$ cat src/rtl/thresh_pkg.sv
package thresh_pkg;

    typedef enum logic [0:0] {
        ST_HOLD = 1'b0,
        ST_RUN  = 1'b1
    } phase_e;

    function automatic logic in_edge_band(input int cnt, input int ofs, input int cap);
        return (cnt <= ofs + 1) || (cnt >= cap - ofs);
    endfunction

endpackage

$ cat src/rtl/occ_counter.sv
module occ_counter #(
    parameter int DEPTH = 1024,
    localparam int CAP   = DEPTH + 1,
    localparam int CNT_W = $clog2(CAP + 1)
) (
    input  logic             clk,
    input  logic             rst_n,
    input  logic             clear,
    input  logic             wr_evt,
    input  logic             rd_evt,
    output logic [CNT_W-1:0] cnt_q,
    output logic [CNT_W-1:0] cnt_nxt
);

    localparam logic [CNT_W-1:0] CAP_V = CNT_W'(CAP);

    always_comb begin
        cnt_nxt = cnt_q;
        if (clear) begin
            cnt_nxt = '0;
        end else if (wr_evt && !rd_evt && cnt_q != CAP_V) begin
            cnt_nxt = cnt_q + 1'b1;
        end else if (rd_evt && !wr_evt && cnt_q != '0) begin
            cnt_nxt = cnt_q - 1'b1;
        end
    end

    always_ff @(posedge clk) begin
        cnt_q <= cnt_nxt;
    end

    // single write step raises by one below the ceiling
    p_cnt_up_r2: assert property (@(posedge clk) disable iff (!rst_n)
        (wr_evt && !rd_evt && cnt_q < CAP_V) |=> (cnt_q == $past(cnt_q) + 1'b1));

    // occupancy never leaves its range
    p_cnt_range_r2: assert property (@(posedge clk) disable iff (!rst_n)
        (cnt_q <= CAP_V) |=> (cnt_q <= CAP_V));

endmodule

$ cat src/rtl/ofs_store.sv
module ofs_store #(
    parameter int OFS_W   = 9,
    parameter int DEF_OFS = 256
) (
    input  logic             clk,
    input  logic             def_n,
    input  logic [OFS_W-1:0] ofs_in,
    input  logic             commit,
    output logic [OFS_W-1:0] ofs_active_q,
    output logic [OFS_W-1:0] ofs_active_nxt
);

    localparam logic [OFS_W-1:0] DEF_V = OFS_W'(DEF_OFS);

    logic             def_d_q;
    logic [OFS_W-1:0] ofs_held_q;
    logic [OFS_W-1:0] ofs_held_nxt;
    logic             capture;

    assign capture      = def_d_q && !def_n;
    assign ofs_held_nxt = capture ? ofs_in : ofs_held_q;

    always_comb begin
        ofs_active_nxt = ofs_active_q;
        if (commit) begin
            ofs_active_nxt = def_n ? DEF_V : ofs_held_nxt;
        end
    end

    always_ff @(posedge clk) begin
        def_d_q      <= def_n;
        ofs_held_q   <= ofs_held_nxt;
        ofs_active_q <= ofs_active_nxt;
    end

endmodule

$ cat src/rtl/flag_gen.sv
module flag_gen #(
    parameter int DEPTH = 1024,
    parameter int OFS_W = 9,
    localparam int CAP   = DEPTH + 1,
    localparam int HALF  = DEPTH / 2,
    localparam int CNT_W = $clog2(CAP + 1)
) (
    input  logic             clk,
    input  logic             rst_n,
    input  logic             clear,
    input  logic [CNT_W-1:0] cnt_nxt,
    input  logic [CNT_W-1:0] cnt_q,
    input  logic [OFS_W-1:0] ofs_nxt,
    output logic             half_q,
    output logic             edge_q
);

    import thresh_pkg::*;

    logic half_d;
    logic edge_d;

    always_comb begin
        if (clear) begin
            half_d = 1'b0;
            edge_d = 1'b1;
        end else begin
            half_d = (int'(cnt_nxt) >= HALF);
            edge_d = in_edge_band(int'(cnt_nxt), int'(ofs_nxt), CAP);
        end
    end

    always_ff @(posedge clk) begin
        half_q <= half_d;
        edge_q <= edge_d;
    end

    // half flag agrees with the registered occupancy
    p_half_track_r4: assert property (@(posedge clk) disable iff (!rst_n)
        half_q == (int'(cnt_q) >= HALF));

    // both ends empty/full are always inside the band
    p_edge_ends_r3: assert property (@(posedge clk) disable iff (!rst_n)
        (cnt_q == '0 || int'(cnt_q) == CAP) |-> edge_q);

endmodule

$ cat src/rtl/thresh_flags.sv
module thresh_flags #(
    parameter int DEPTH   = 1024,
    parameter int OFS_W   = 9,
    parameter int DEF_OFS = 256,
    localparam int CAP   = DEPTH + 1,
    localparam int CNT_W = $clog2(CAP + 1)
) (
    input  logic             clk,
    input  logic             rst_n,
    input  logic             def_n,
    input  logic [OFS_W-1:0] ofs_in,
    input  logic             wr_evt,
    input  logic             rd_evt,
    output logic             half_full,
    output logic             near_edge
);

    import thresh_pkg::*;

    phase_e           st_q;
    phase_e           st_nxt;
    logic             commit;
    logic             clear;
    logic [CNT_W-1:0] cnt_q;
    logic [CNT_W-1:0] cnt_nxt;
    logic [OFS_W-1:0] ofs_act_q;
    logic [OFS_W-1:0] ofs_act_nxt;

    // phase transitions
    always_comb begin
        st_nxt = st_q;
        unique case (st_q)
            ST_HOLD: if (rst_n)  st_nxt = ST_RUN;
            ST_RUN:  if (!rst_n) st_nxt = ST_HOLD;
            default: st_nxt = ST_HOLD;
        endcase
        if (!rst_n) st_nxt = ST_HOLD;
    end

    always_ff @(posedge clk) begin
        st_q <= st_nxt;
    end

    // phase outputs
    always_comb begin
        commit = 1'b0;
        clear  = 1'b0;
        unique case (st_q)
            ST_HOLD: begin
                clear  = !rst_n;
                commit = rst_n;
            end
            ST_RUN: begin
                clear  = !rst_n;
            end
            default: clear = 1'b1;
        endcase
    end

    occ_counter #(.DEPTH(DEPTH)) u_cnt (
        .clk     (clk),
        .rst_n   (rst_n),
        .clear   (clear),
        .wr_evt  (wr_evt),
        .rd_evt  (rd_evt),
        .cnt_q   (cnt_q),
        .cnt_nxt (cnt_nxt)
    );

    ofs_store #(.OFS_W(OFS_W), .DEF_OFS(DEF_OFS)) u_ofs (
        .clk            (clk),
        .def_n          (def_n),
        .ofs_in         (ofs_in),
        .commit         (commit),
        .ofs_active_q   (ofs_act_q),
        .ofs_active_nxt (ofs_act_nxt)
    );

    flag_gen #(.DEPTH(DEPTH), .OFS_W(OFS_W)) u_flags (
        .clk     (clk),
        .rst_n   (rst_n),
        .clear   (clear),
        .cnt_nxt (cnt_nxt),
        .cnt_q   (cnt_q),
        .ofs_nxt (ofs_act_nxt),
        .half_q  (half_full),
        .edge_q  (near_edge)
    );

    // first clock after release still shows the reset flag values
    p_release_flags_r1: assert property (@(posedge clk) disable iff (!rst_n)
        $rose(rst_n) |-> (near_edge && !half_full));

    // the active offset is frozen while running
    p_ofs_frozen_r9: assert property (@(posedge clk) disable iff (!rst_n)
        (st_q == ST_RUN) |=> $stable(ofs_act_q));

    // release with define high loads the default
    p_commit_default_r8: assert property (@(posedge clk) disable iff (!rst_n)
        (st_q == ST_HOLD && def_n) |=> (ofs_act_q == OFS_W'(DEF_OFS)));

endmodule

$ cat config.mk
export PLATFORM = sky130hd
export DESIGN_NAME = thresh_flags
export DESIGN_NICKNAME = d
export VERILOG_FILES = /design/src/rtl/thresh_pkg.sv /design/src/rtl/occ_counter.sv /design/src/rtl/ofs_store.sv /design/src/rtl/flag_gen.sv /design/src/rtl/thresh_flags.sv
export SDC_FILE = /design/constraint.sdc
export NUM_CORES = 1
export LEC_CHECK = 0
export ABC_AREA = 1
export ABC_CLOCK_PERIOD_IN_PS = 4500
export BUFFER_PORTS_ARGS = -buffer_cell sky130_fd_sc_hd__buf_2
export CAP_MARGIN = 5
export CORE_ASPECT_RATIO = 1.4
export CORE_MARGIN = 8
export CORE_UTILIZATION = 65
export CTS_CLUSTER_DIAMETER = 100
export DETAILED_ROUTE_END_ITERATION = 7
export GPL_ROUTABILITY_DRIVEN = 0
export GPL_TIMING_DRIVEN = 0
export HOLD_SLACK_MARGIN = 0.15
export PLACE_DENSITY = 0.85
export SLEW_MARGIN = 20
export SYNTH_ARGS = -nofsm -noshare
export SYNTH_HDL_FRONTEND = slang
export SYNTH_SLANG_ARGS = --single-unit
$ cat constraint.sdc
create_clock -name clk -period 4.5 [get_ports clk]
set_input_delay 0.45 -clock clk [delete_from_list [all_inputs] [get_ports clk]]
set_output_delay 0.45 -clock clk [all_outputs]
set_load 0.05 [all_outputs]
==> qor.csv <==
stage,metric,value,unit
clocking,CTS tree,yes,
floorplan,Initial Utilization,0.680,
floorplan,Core Region,3380,um2
critical_path,Setup crit end,u_flags.edge_q$_SDFF_PN1_,
critical_path,Reg2Reg Depth,16,
clocking,Worst-path clk slew,0.06,ns
timing,RSZ-0062 raised after global routing,false,
status,status,completed,
synthesis,syn_area_per_cell,6.97,um2
place,DP Cell Count,385,
synthesis,Synth Net Count,366,
routing,vias per cell,5.39,
floorplan,Die H,86.4,um
grt,first-pass GRT wire length,8530,um
place,# port buffers,15,
cells_and_area,fraction of layout cells with a size suffix above 1,0.137,
clocking,worst skew pair latency,0.28,ns
timing,setup slack after layout,1.26,ns
timing,crit path time final,3.24,ns
timing,post-route clock skew,0.00458,ns
cells_and_area,Area Overhead vs Synth,8.66,%
routing,routed vias,2107,
power,VDD IR-drop max,0.280,mV
synthesis,Post-synth ARST share,0,
timing,fin crit share,0.721,
synthesis,Post-synth EDFFs,0,
clocking,H-tree Lvls,2,
cells_and_area,post-route non-filler standard cell count,391,
synthesis,post-synthesis sequential area ratio,0.287,
synthesis,Post-Syn Area,2300,um2
critical_path,critical path type,reg -> reg,
routing,Total Routed Length,4790,um
critical_path,reg2reg end,u_flags.edge_q$_SDFF_PN1_,
timing,post-route setup TNS,0,ns
power,leakage,1.37,nW
critical_path,CP max FO,6,
synthesis,Synth area leader,dfxtp_1,
synthesis,Synth cell types,37,
timing,"Slew Viols, Final",0,
place,pre-CTS setup slack,1.25,ns
grt,remaining global-route overflow,0,
power,power density cells,361,nW/um2
routing,DRT Pass-1 Iters,4,
clocking,Post-CTS Setup Inserts,0,
timing,final setup violating endpoints,0,
cells_and_area,Layout Nets,388,
timing,Fmax,308,MHz
routing,routed len/inst,12.2,um
cells_and_area,"Core Util, Final",0.739,
place,hpwl dp,3830,um
cells_and_area,ant diodes,0,
synthesis,synth cell count leaders,"91 x nand2_1, 48 x inv_1, 33 x dfxtp_1",
critical_path,Crit path arrival time,3.42,ns
synthesis,Synth area leaders,"dfxtp_1 29%, nand2_1 15%, ha_1 12%",
timing,hold_ws,0.337,ns
critical_path,crit path from,u_cnt.cnt_q[0]$_DFF_P_,
floorplan,IO Count,16,
clocking,CTS Sinks,33,
timing,Least-Margin Pin Slew,0.484,ns
critical_path,Worst Setup End Kind,flop,
critical_path,Reg2Reg Setup Slack,1.26,ns
grt,antenna violations before repair,0,
floorplan,die area,5720,um2
clocking,PostCTS Resize Cnt,0,
synthesis,Yosys reg bits,33,
floorplan,FP Rows,25,
critical_path,Critical R2R Launch,u_cnt.cnt_q[0]$_DFF_P_,
routing,"antenna viol nets, final",0,
clocking,hold bufs inserted after CTS,0,
synthesis,Ys Warns,0,
grt,Total GRT Usage,0.183,
flow_run,Max Cap Viol,0,
critical_path,CP Launch Type,flop,
routing,drt first-iter violations,89,
routing,final routed DRC violation total,0,
synthesis,Synth Flop Type,dfxtp_1,
synthesis,"count leader, synth",nand2_1,
floorplan,die width,66.3,um
synthesis,Post-Synthesis Cells,330,
clocking,Clock Path Buffers,2,
clocking,clock root buffer master,clkbuf_8,
timing,relative slew slack,0.677,
timing,Final Hold Fails,0,
synthesis,Yosys top cell area share,0.287,
critical_path,critical path data required time,4.67,ns
grt,vias in the first global route,2175,
clocking,Num CTS Buffers,5,
worst_hold_path,Worst Hold Class,in -> reg,
grt,largest net degree at the start of global routing,11,
==> where the power goes <==
part	leakage (nW)	internal (mW)	switching, mW	total [mW]
registers	0.274	0.330	0.0192	0.349
clock network	0.0399	0.101	0.0931	0.194
logic	1.05	0.127	0.230	0.357
==> layer usage <==
metal  vias to the layer above  track usage  share of wire
met4                         0       0.0955          0.027
met2                        36        0.353           0.54
met3                        12       0.0310          0.026
met1                       942        0.174           0.40
met5                         -            0              0
li1                       1117            -              -
==> cells by family (layout without fill, tap and decap cells) <==
logic type               Yosys count  count (layout)  share of synthesized area
AO/OA/AOI/OAI                     37              37                     0.0996
XOR/XNOR                           9               9                     0.0343
adder cells (fa/ha/maj)           22              22                      0.120
buffers and inverters             55              76                     0.0904
flip-flops                        33              33                      0.287
multiplexers                       1               1                    0.00436
AND/OR/NAND/NOR                  173             173                      0.364
==> state kept, by name (all words and copies together), names as in the netlist <==
signal / flops
u_ofs.ofs_active_q: 9
st_q: 1
u_cnt.cnt_q: 11
u_flags.half_q: 1
u_ofs.ofs_held_q: 9
u_flags.edge_q: 1
u_ofs.def_d_q: 1
==> placed cells by master, fill, tap and decap left out, drive strengths merged <==
cell / instances
nand2: 100
inv: 53
dfxtp: 33
nand3: 27
nor2: 24
ha: 22
buf: 15
o21ai: 13
a21oi: 9
xor2: 9
nor3: 9
nand4: 8
clkbuf: 6
a22oi: 5
or2: 2
nand3b: 2
o31ai: 2
a221oi: 2
clkinv: 2
mux2i: 1
o22ai: 1
o211ai: 1
and2: 1
o21a: 1
a21o: 1
a211o: 1
a31oi: 1
==> how the worst min path moves through the flow <==
stage / startpoint / to / cells past startpoint
after floorplan: u_ofs.ofs_held_q[4]$_DFF_P_ / u_ofs.ofs_held_q[4]$_DFF_P_ / 2
after global placement: u_ofs.ofs_held_q[4]$_DFF_P_ / u_ofs.ofs_held_q[4]$_DFF_P_ / 2
after detailed placement: u_ofs.ofs_held_q[5]$_DFF_P_ / u_ofs.ofs_held_q[5]$_DFF_P_ / 2
after CTS: rst_n / st_q$_DFF_P_ / 1
after global routing: rst_n / st_q$_DFF_P_ / 1
final: rst_n / st_q$_DFF_P_ / 1
==> layout make-up <==
| cell class | count | area [um2] |
|---|---|---|
| fill | 282 | 881 |
| tap | 40 | 50.0 |
| clock buffer | 5 | 68.8 |
| sequential | 33 | 661 |
| timing repair buffer | 15 | 75.1 |
| inverter | 54 | 204 |
| clock inverter | 1 | 5.00 |
| buffer | 1 | 3.75 |
| multi-input combinational | 242 | 1430 |
==> through the flow <==
stage | power [mW] | area (um2)
final | 0.901 | 2500
after floorplan | 0.632 | 2300
after detailed placement | 0.707 | 2420
after global routing | 0.974 | 2500
after CTS | 0.908 | 2500
after global placement | 0.692 | 2420
==> critical path, stage by stage, from the launching register on <==
cell and delay, ns:
dfxtp_1 0.38, inv_1 0.10, ha_1 0.26, nand2_1 0.08
nor2_1 0.05, a21oi_1 0.39, inv_1 0.17, o31ai_1 0.32
nand2_1 0.12, a21oi_1 0.31, ha_1 0.29, nand2_1 0.06
inv_1 0.06, a221oi_1 0.26, a21oi_1 0.11, nor2_1 0.11
nand2_1 0.06
Note: power is estimated with default switching activity, not from simulation.
